--- config.mk ---
export PLATFORM = sky130hd
export DESIGN_NAME = ext_bus_strobe_gen
export DESIGN_NICKNAME = d
export VERILOG_FILES = /design/src/rtl/ext_bus_pkg.sv /design/src/rtl/ext_bus_phase_gen.sv /design/src/rtl/ext_bus_strobe_shape.sv /design/src/rtl/ext_bus_port_ctl.sv /design/src/rtl/ext_bus_strobe_gen.sv
export SDC_FILE = /design/constraint.sdc
export NUM_CORES = 1
export LEC_CHECK = 0
export ABC_AREA = 1
export BUFFER_PORTS_ARGS = -buffer_cell sky130_fd_sc_hd__buf_4
export CAP_MARGIN = 20
export CORE_UTILIZATION = 26
export DETAILED_ROUTE_END_ITERATION = 16
export MAX_ROUTING_LAYER = met4
export SYNTH_ARGS = -nofsm -noshare
export SYNTH_HDL_FRONTEND = slang
export SYNTH_SLANG_ARGS = --single-unit
--- constraint.sdc ---
create_clock -name clk_i -period 2.9 [get_ports clk_i]
set_input_delay 0.58 -clock clk_i [delete_from_list [all_inputs] [get_ports clk_i]]
set_output_delay 0.58 -clock clk_i [all_outputs]
set_load 0.02 [all_outputs]
--- src/rtl/ext_bus_pkg.sv ---
package ext_bus_pkg;
  localparam int unsigned CYCLE_CLKS = 4;
  localparam int unsigned PH_W       = $clog2(CYCLE_CLKS);
  typedef logic [PH_W-1:0] phase_t;
  localparam phase_t PH_FIRST    = phase_t'(0);
  localparam phase_t PH_STRB_END = phase_t'(1);  // strobe falls mid-phase
  localparam phase_t PH_DATA     = phase_t'(2);  // first data phase
  localparam phase_t PH_LAST     = phase_t'(CYCLE_CLKS - 1);
endpackage

--- src/rtl/ext_bus_phase_gen.sv ---
module ext_bus_phase_gen
  import ext_bus_pkg::*;
(
  input  logic   clk_i,
  input  logic   rst_ni,
  output phase_t phase_o,
  output logic   late_half_o
);
  always_ff @(posedge clk_i or negedge rst_ni) begin
    if (!rst_ni)                phase_o <= PH_FIRST;
    else if (phase_o == PH_LAST) phase_o <= PH_FIRST;
    else                        phase_o <= phase_o + phase_t'(1);
  end

  // falling-edge flop marks the second half of the strobe-end phase
  always_ff @(negedge clk_i or negedge rst_ni) begin
    if (!rst_ni) late_half_o <= 1'b0;
    else         late_half_o <= (phase_o == PH_STRB_END);
  end
endmodule

--- src/rtl/ext_bus_strobe_shape.sv ---
module ext_bus_strobe_shape
  import ext_bus_pkg::*;
(
  input  logic   rst_ni,
  input  logic   mux_mode_i,
  input  logic   ale_off_i,
  input  logic   active_i,
  input  phase_t phase_i,
  input  logic   late_half_i,
  output logic   ale_o
);
  logic win;

  assign win = (phase_i == PH_FIRST) || ((phase_i == PH_STRB_END) && !late_half_i);

  always_comb begin
    if (!rst_ni)         ale_o = 1'b1;
    else if (mux_mode_i) ale_o = active_i && win;
    else                 ale_o = ale_off_i || win;
  end
endmodule

--- src/rtl/ext_bus_port_ctl.sv ---
module ext_bus_port_ctl
  import ext_bus_pkg::*;
#(
  parameter int unsigned ADDR_W = 24,
  parameter int unsigned DATA_W = 8
) (
  input  logic              clk_i,
  input  logic              rst_ni,
  input  phase_t            phase_i,
  input  logic              mux_mode_i,
  input  logic              req_i,
  input  logic              we_i,
  input  logic              fetch_i,
  input  logic [ADDR_W-1:0] addr_i,
  input  logic [DATA_W-1:0] wdata_i,
  input  logic [DATA_W-1:0] port_i,
  output logic              active_o,
  output logic [ADDR_W-1:0] addr_o,
  output logic [DATA_W-1:0] rdata_o,
  output logic              done_o,
  output logic              psen_no,
  output logic [DATA_W-1:0] port_o,
  output logic              port_oe_o
);
  logic              we_q, fetch_q;
  logic [DATA_W-1:0] wdata_q;
  logic              end_edge, addr_phase;

  assign end_edge   = (phase_i == PH_LAST);
  assign addr_phase = mux_mode_i && (phase_i < PH_DATA);

  always_ff @(posedge clk_i or negedge rst_ni) begin
    if (!rst_ni) begin
      active_o <= 1'b0;
      we_q     <= 1'b0;
      fetch_q  <= 1'b0;
      addr_o   <= '0;
      wdata_q  <= '0;
      rdata_o  <= '0;
      done_o   <= 1'b0;
    end else begin
      done_o <= active_o && end_edge;
      if (end_edge) begin
        if (active_o && !we_q) rdata_o <= port_i;
        active_o <= req_i;
        if (req_i) begin
          we_q    <= we_i && !fetch_i;
          fetch_q <= fetch_i;
          addr_o  <= addr_i;
          wdata_q <= wdata_i;
        end
      end
    end
  end

  always_comb begin
    port_o    = '1;
    port_oe_o = 1'b1;
    if (active_o) begin
      if (addr_phase)   port_o = addr_o[DATA_W-1:0];
      else if (we_q)    port_o = wdata_q;
      else              port_oe_o = 1'b0;
    end
  end

  assign psen_no = !(active_o && fetch_q && (phase_i >= PH_DATA));
endmodule

--- src/rtl/ext_bus_strobe_gen.sv ---
module ext_bus_strobe_gen
  import ext_bus_pkg::*;
#(
  parameter int unsigned ADDR_W = 24,
  parameter int unsigned DATA_W = 8
) (
  input  logic              clk_i,
  input  logic              rst_ni,
  input  logic              por_ni,
  input  logic              demux_i,
  input  logic              ale_off_i,
  input  logic              req_i,
  input  logic              we_i,
  input  logic              fetch_i,
  input  logic [ADDR_W-1:0] addr_i,
  input  logic [DATA_W-1:0] wdata_i,
  input  logic [DATA_W-1:0] port_i,
  output logic              gnt_o,
  output logic              done_o,
  output logic [DATA_W-1:0] rdata_o,
  output logic [ADDR_W-1:0] addr_o,
  output logic              ale_o,
  output logic              psen_no,
  output logic [DATA_W-1:0] port_o,
  output logic              port_oe_o
);
  logic   rst_n_all, mux_mode_q, active, late_half;
  phase_t phase;

  assign rst_n_all = rst_ni && por_ni;

  // mode is loaded only while power-on reset is held
  always_ff @(posedge clk_i) begin
    if (!por_ni) mux_mode_q <= !demux_i;
  end

  ext_bus_phase_gen i_phase (
    .clk_i       (clk_i),
    .rst_ni      (rst_n_all),
    .phase_o     (phase),
    .late_half_o (late_half)
  );

  ext_bus_strobe_shape i_strobe (
    .rst_ni      (rst_n_all),
    .mux_mode_i  (mux_mode_q),
    .ale_off_i   (ale_off_i),
    .active_i    (active),
    .phase_i     (phase),
    .late_half_i (late_half),
    .ale_o       (ale_o)
  );

  ext_bus_port_ctl #(.ADDR_W(ADDR_W), .DATA_W(DATA_W)) i_port (
    .clk_i      (clk_i),
    .rst_ni     (rst_n_all),
    .phase_i    (phase),
    .mux_mode_i (mux_mode_q),
    .req_i      (req_i),
    .we_i       (we_i),
    .fetch_i    (fetch_i),
    .addr_i     (addr_i),
    .wdata_i    (wdata_i),
    .port_i     (port_i),
    .active_o   (active),
    .addr_o     (addr_o),
    .rdata_o    (rdata_o),
    .done_o     (done_o),
    .psen_no    (psen_no),
    .port_o     (port_o),
    .port_oe_o  (port_oe_o)
  );

  assign gnt_o = (phase == PH_LAST);
endmodule

# ---- Yosys cells after proc, flatten, opt, wreduce, memory -nomap -nowiden
# Cells that the tools add are included.
dict set report totals {
  out_inout_bits 45
  elab_cells 43
  register_bits 48
  latch_bits 0
  mem_bits_rw 0
  rom_bits 0
  n_memories 0
}
dict set report classes {
  multipliers 0
  bitwise_logic 0
  div_mod_pow 0
  n_reduce_logical 19
  shifts 0
  mux 9
  add_sub_neg 1
  eq_ne 2
  n_lt_le_gt_ge 2
}
# operator n
set ops {}
lappend ops {{$mux W8} 3}
lappend ops {{$logic_and A1 B1 Y1} 9}
lappend ops {{$logic_not A1 Y1} 5}
lappend ops {{$mux W1} 5}
lappend ops {{$reduce_and A2 Y1} 2}
lappend ops {{$add A2 B1 Y2 const B} 1}
lappend ops {{$eq A2 B1 Y1 const B} 1}
lappend ops {{$eq A2 B2 Y1 const B} 1}
lappend ops {{$ge A2 B2 Y1 const B} 1}
lappend ops {{$logic_not A2 Y1} 1}
lappend ops {{$logic_or A1 B1 Y1} 2}
lappend ops {{$lt A2 B2 Y1 const B} 1}
lappend ops {{$mux W2} 1}

# ---- Longest topological paths before layout
dict set report depth {
  ltp_word 6
  mapped_depth 6
  depth_no_buf 6
}

# ---- Modules after synthesis
# Synthesis repeated with hierarchy kept, for this count alone.
dict set report unflattened {
  cells_unflattened 244
  hier_area_um2 2098.3
}
# module area_per_inst_um2 instances cells_per_inst seq_area_each_um2
set by_module_without_submodules {}
lappend by_module_without_submodules {ext_bus_port_ctl 1895.6 1 221 1101.1}
lappend by_module_without_submodules {ext_bus_phase_gen 111.4 1 8 75.1}
lappend by_module_without_submodules {ext_bus_strobe_gen 52.6 1 7 30.0}
lappend by_module_without_submodules {ext_bus_strobe_shape 38.8 1 8 0.0}

==> impl_metrics.csv <==
group,metric,value,unit
clocking,cts_buffer_depth,2,
die,rows,32,
die,dieHeight,91.1,µm
placed_design,dp_hpwl,3770,µm
clocking,clkTransAtPathRegs,100,ps
timing,relSlewSlack,0.609,
global_route,grt_max_degree,47,
critical_path,cp_common_cell,"nand2_1",
timing,tightestPinTransition,586,ps
timing,fin_skew,11.6,ps
clocking,insertion_delay,300,ps
critical_path,end_kind,"primary output",
power_and_ir_drop,p_clk_frac,0.314,
global_route,grt_usage,0.135,
critical_path,worst_setup_path_start_kind,"flip-flop",
final_layout,antennaDiodeCount,0,
run_status,violations,"setup timing",
final_layout,fin_util,0.385,
logic_synthesis,synth_cell_types,16,
global_route,grt_pass1_wl,8780,µm
die,ios,93,
critical_path,crit_arrival,2520,ps
power_and_ir_drop,p_sw_frac,0.280,
timing,timing.final.ws_setup,-196,ps
clocking,cts_root_buf,"clkbuf_8",
clocking,cts_tree,"built",
placed_design,place_inst,434,
die,start_util,0.268,
logic_synthesis,synthFlopType,"dfrtp_1",
final_layout,synthToLayoutAreaGrowth,43.5,%
timing,setup_tns,-196,ps
clocking,cts.sinks,48,
die,coreArea,0.00769,mm²
critical_path,worst-path-max-fanout,1,
power_and_ir_drop,fin_total_pwr,0.00157,W
final_layout,layout_common_cells,"nand2_1 (124), buf_4 (94), dfrtp_1 (46)",
detailed_routing,drtIter0Drc,52,
critical_path,cp_slowest_cell,"dfrtn_1",
placed_design,placed_area,0.00285,mm²
detailed_routing,ant_nets,0,
logic_synthesis,synth_edf_count,1,
logic_synthesis,seq_area_frac_synth,0.585,
detailed_routing,finalWirelength,5220,µm
flow_run,max-cap-violations,0,
final_layout,final_area,0.00296,mm²
power_and_ir_drop,internal-power,0.00113,W
timing,grt_setup_unrepaired,"true",
placed_design,gp_congestion,0.797,
final_layout,final_cell_count_no_fill,442,
final_layout,drive_above_1_share,0.312,
final_layout,layout_commonest_cell,"nand2_1",
die,die_w,91.1,µm
placed_design,io_buffers,92,
critical_path,cp_cell_sequence,"inv_1, nand2_1, nand2_1, nand2_1, nand2_1, buf_6",
detailed_routing,drcViolationCount,0,
global_route,antenna_found_initial,0,
detailed_routing,wire_per_inst,11.8,µm
critical_path,slowest_delay,390,ps
timing,drv_slew,0,
power_and_ir_drop,ir_drop,0.214,mV
clocking,htree_levels,2,
critical_path,required,2320,ps
clocking,cts_buffers,5,
power_and_ir_drop,p_sw,0.000439,W
power_and_ir_drop,p_seq_frac,0.491,
critical_path,crit_type,"flip-flop to primary output",
power_and_ir_drop,leakage,1.63,nW
logic_synthesis,synth.ff_latch_count,48,
detailed_routing,dr.pass1.iters,4,
logic_synthesis,syn_inst,247,
global_route,overflow,0,
timing,setup_viol,1,
final_layout,layout.nets,391,
die,dieArea,0.00830,mm²
power_and_ir_drop,comb_power_share,0.195,
logic_synthesis,syn-cell-area,0.00206,mm²
logic_synthesis,yosys_warnings,0,
timing,hold_viol_final,0,
logic_synthesis,synth_area_per_cell,8.35,µm²
detailed_routing,num_vias,1822,
power_and_ir_drop,p_per_area,529,mW/mm²
logic_synthesis,synth_fp_nets,299,
detailed_routing,viasPerCell,4.12,
logic_synthesis,async_reset_ff_frac,0.979,
run_status,status,"complete, but fails checks",
global_route,grt_pass1_vias,1852,
hold_path,min_path_type,"input pin to flip-flop",
-- layout make-up --
class	count	area, µm²
clock buffer	5	68.8
inverter	21	82.6
fill	830	4730
multi-input combinational	168	717
tap	102	128
timing repair buffer	95	717
sequential	48	1210
clock inverter	3	42.5
-- path summary, 6_finish.rpt --
check                           slack (ps)  cells after the start           startpoint                  end
worst min-delay path                   460                      3            addr_i[0]     i_port.addr_o[0]
max in group asynchronous             1240                      3               por_ni  i_phase.late_half_o
worst max register to register         540                      2   i_phase.phase_o[1]  i_phase.late_half_o
worst max-delay path                  -200                      6  i_phase.late_half_o                ale_o
min in group asynchronous              530                      4               rst_ni    i_port.addr_o[20]
worst min register to register         490                      2    i_port.addr_o[15]    i_port.addr_o[15]
-- Yosys cell counts, types with 2 or more instances --
library cell | count | area [µm²]
buf_6 | 2 | 22.5
buf_2 | 7 | 35.0
ha_1 | 4 | 50.1
dfrtp_1 | 46 | 1150
inv_2 | 2 | 7.51
nand2_1 | 124 | 465
inv_1 | 18 | 67.6
o21ai_0 | 11 | 55.1
nand3_1 | 26 | 130
-- per-layer routing --
metal	up-vias	wire length, µm	global-route usage
met5	-	0	-
met4	0	30	0.0278
met2	48	2420	0.215
met1	834	2510	0.177
met3	4	259	0.0285
li1	936	-	-
-- sequential cells by signal, indices dropped and copies added, names as in the netlist --
signal	cells
mux_mode_q	1
i_port.we_q	1
i_phase.phase_o	2
i_port.rdata_o	8
i_phase.late_half_o	1
i_port.done_o	1
i_port.fetch_q	1
i_port.wdata_q	8
i_port.addr_o	24
i_port.active_o	1
-- worst max-delay path, delay by kind of cell, from the launching register on --
family,cells,cell delay (ps)
flops,1,390
simple gates,4,200
buf+inv,2,160
-- power groups by stage --
stage | logic, W | clock network (W) | registers [W]
3_5_place_dp | 0.000309 | 0 | 0.000783
4_1_cts | 0.000310 | 0.000506 | 0.000771
3_3_place_gp | 0.000305 | 0 | 0.000783
6_report | 0.000305 | 0.000493 | 0.000770
2_1_floorplan | 0.000103 | 0 | 0.000827
5_1_grt | 0.000333 | 0.000531 | 0.000779
-- per-stage QoR --
stage	hold slack [ps]	worst slack, ps
global placement	464	132
finish	460	-196
CTS	452	-199
floorplan	450	224
detailed placement	468	130
global route	459	-288
-- timing repair --
action / 4_1_cts / 5_1_grt
setup buffers: 0 / 0
hold buffers: 0 / 0
gates resized for setup: 1 / 0
pin swaps: 0 / 0
endpoints found under the setup margin: 1 / 1
-- logic make-up after synthesis --
kind of cell,share of synthesized area
adder cells (fa/ha/maj),0.0243
AO/OA/AOI/OAI,0.0327
flip-flops,0.585
AND/OR/NAND/NOR,0.290
buffers and inverters,0.0679
(Power assumes the default switching activity.)
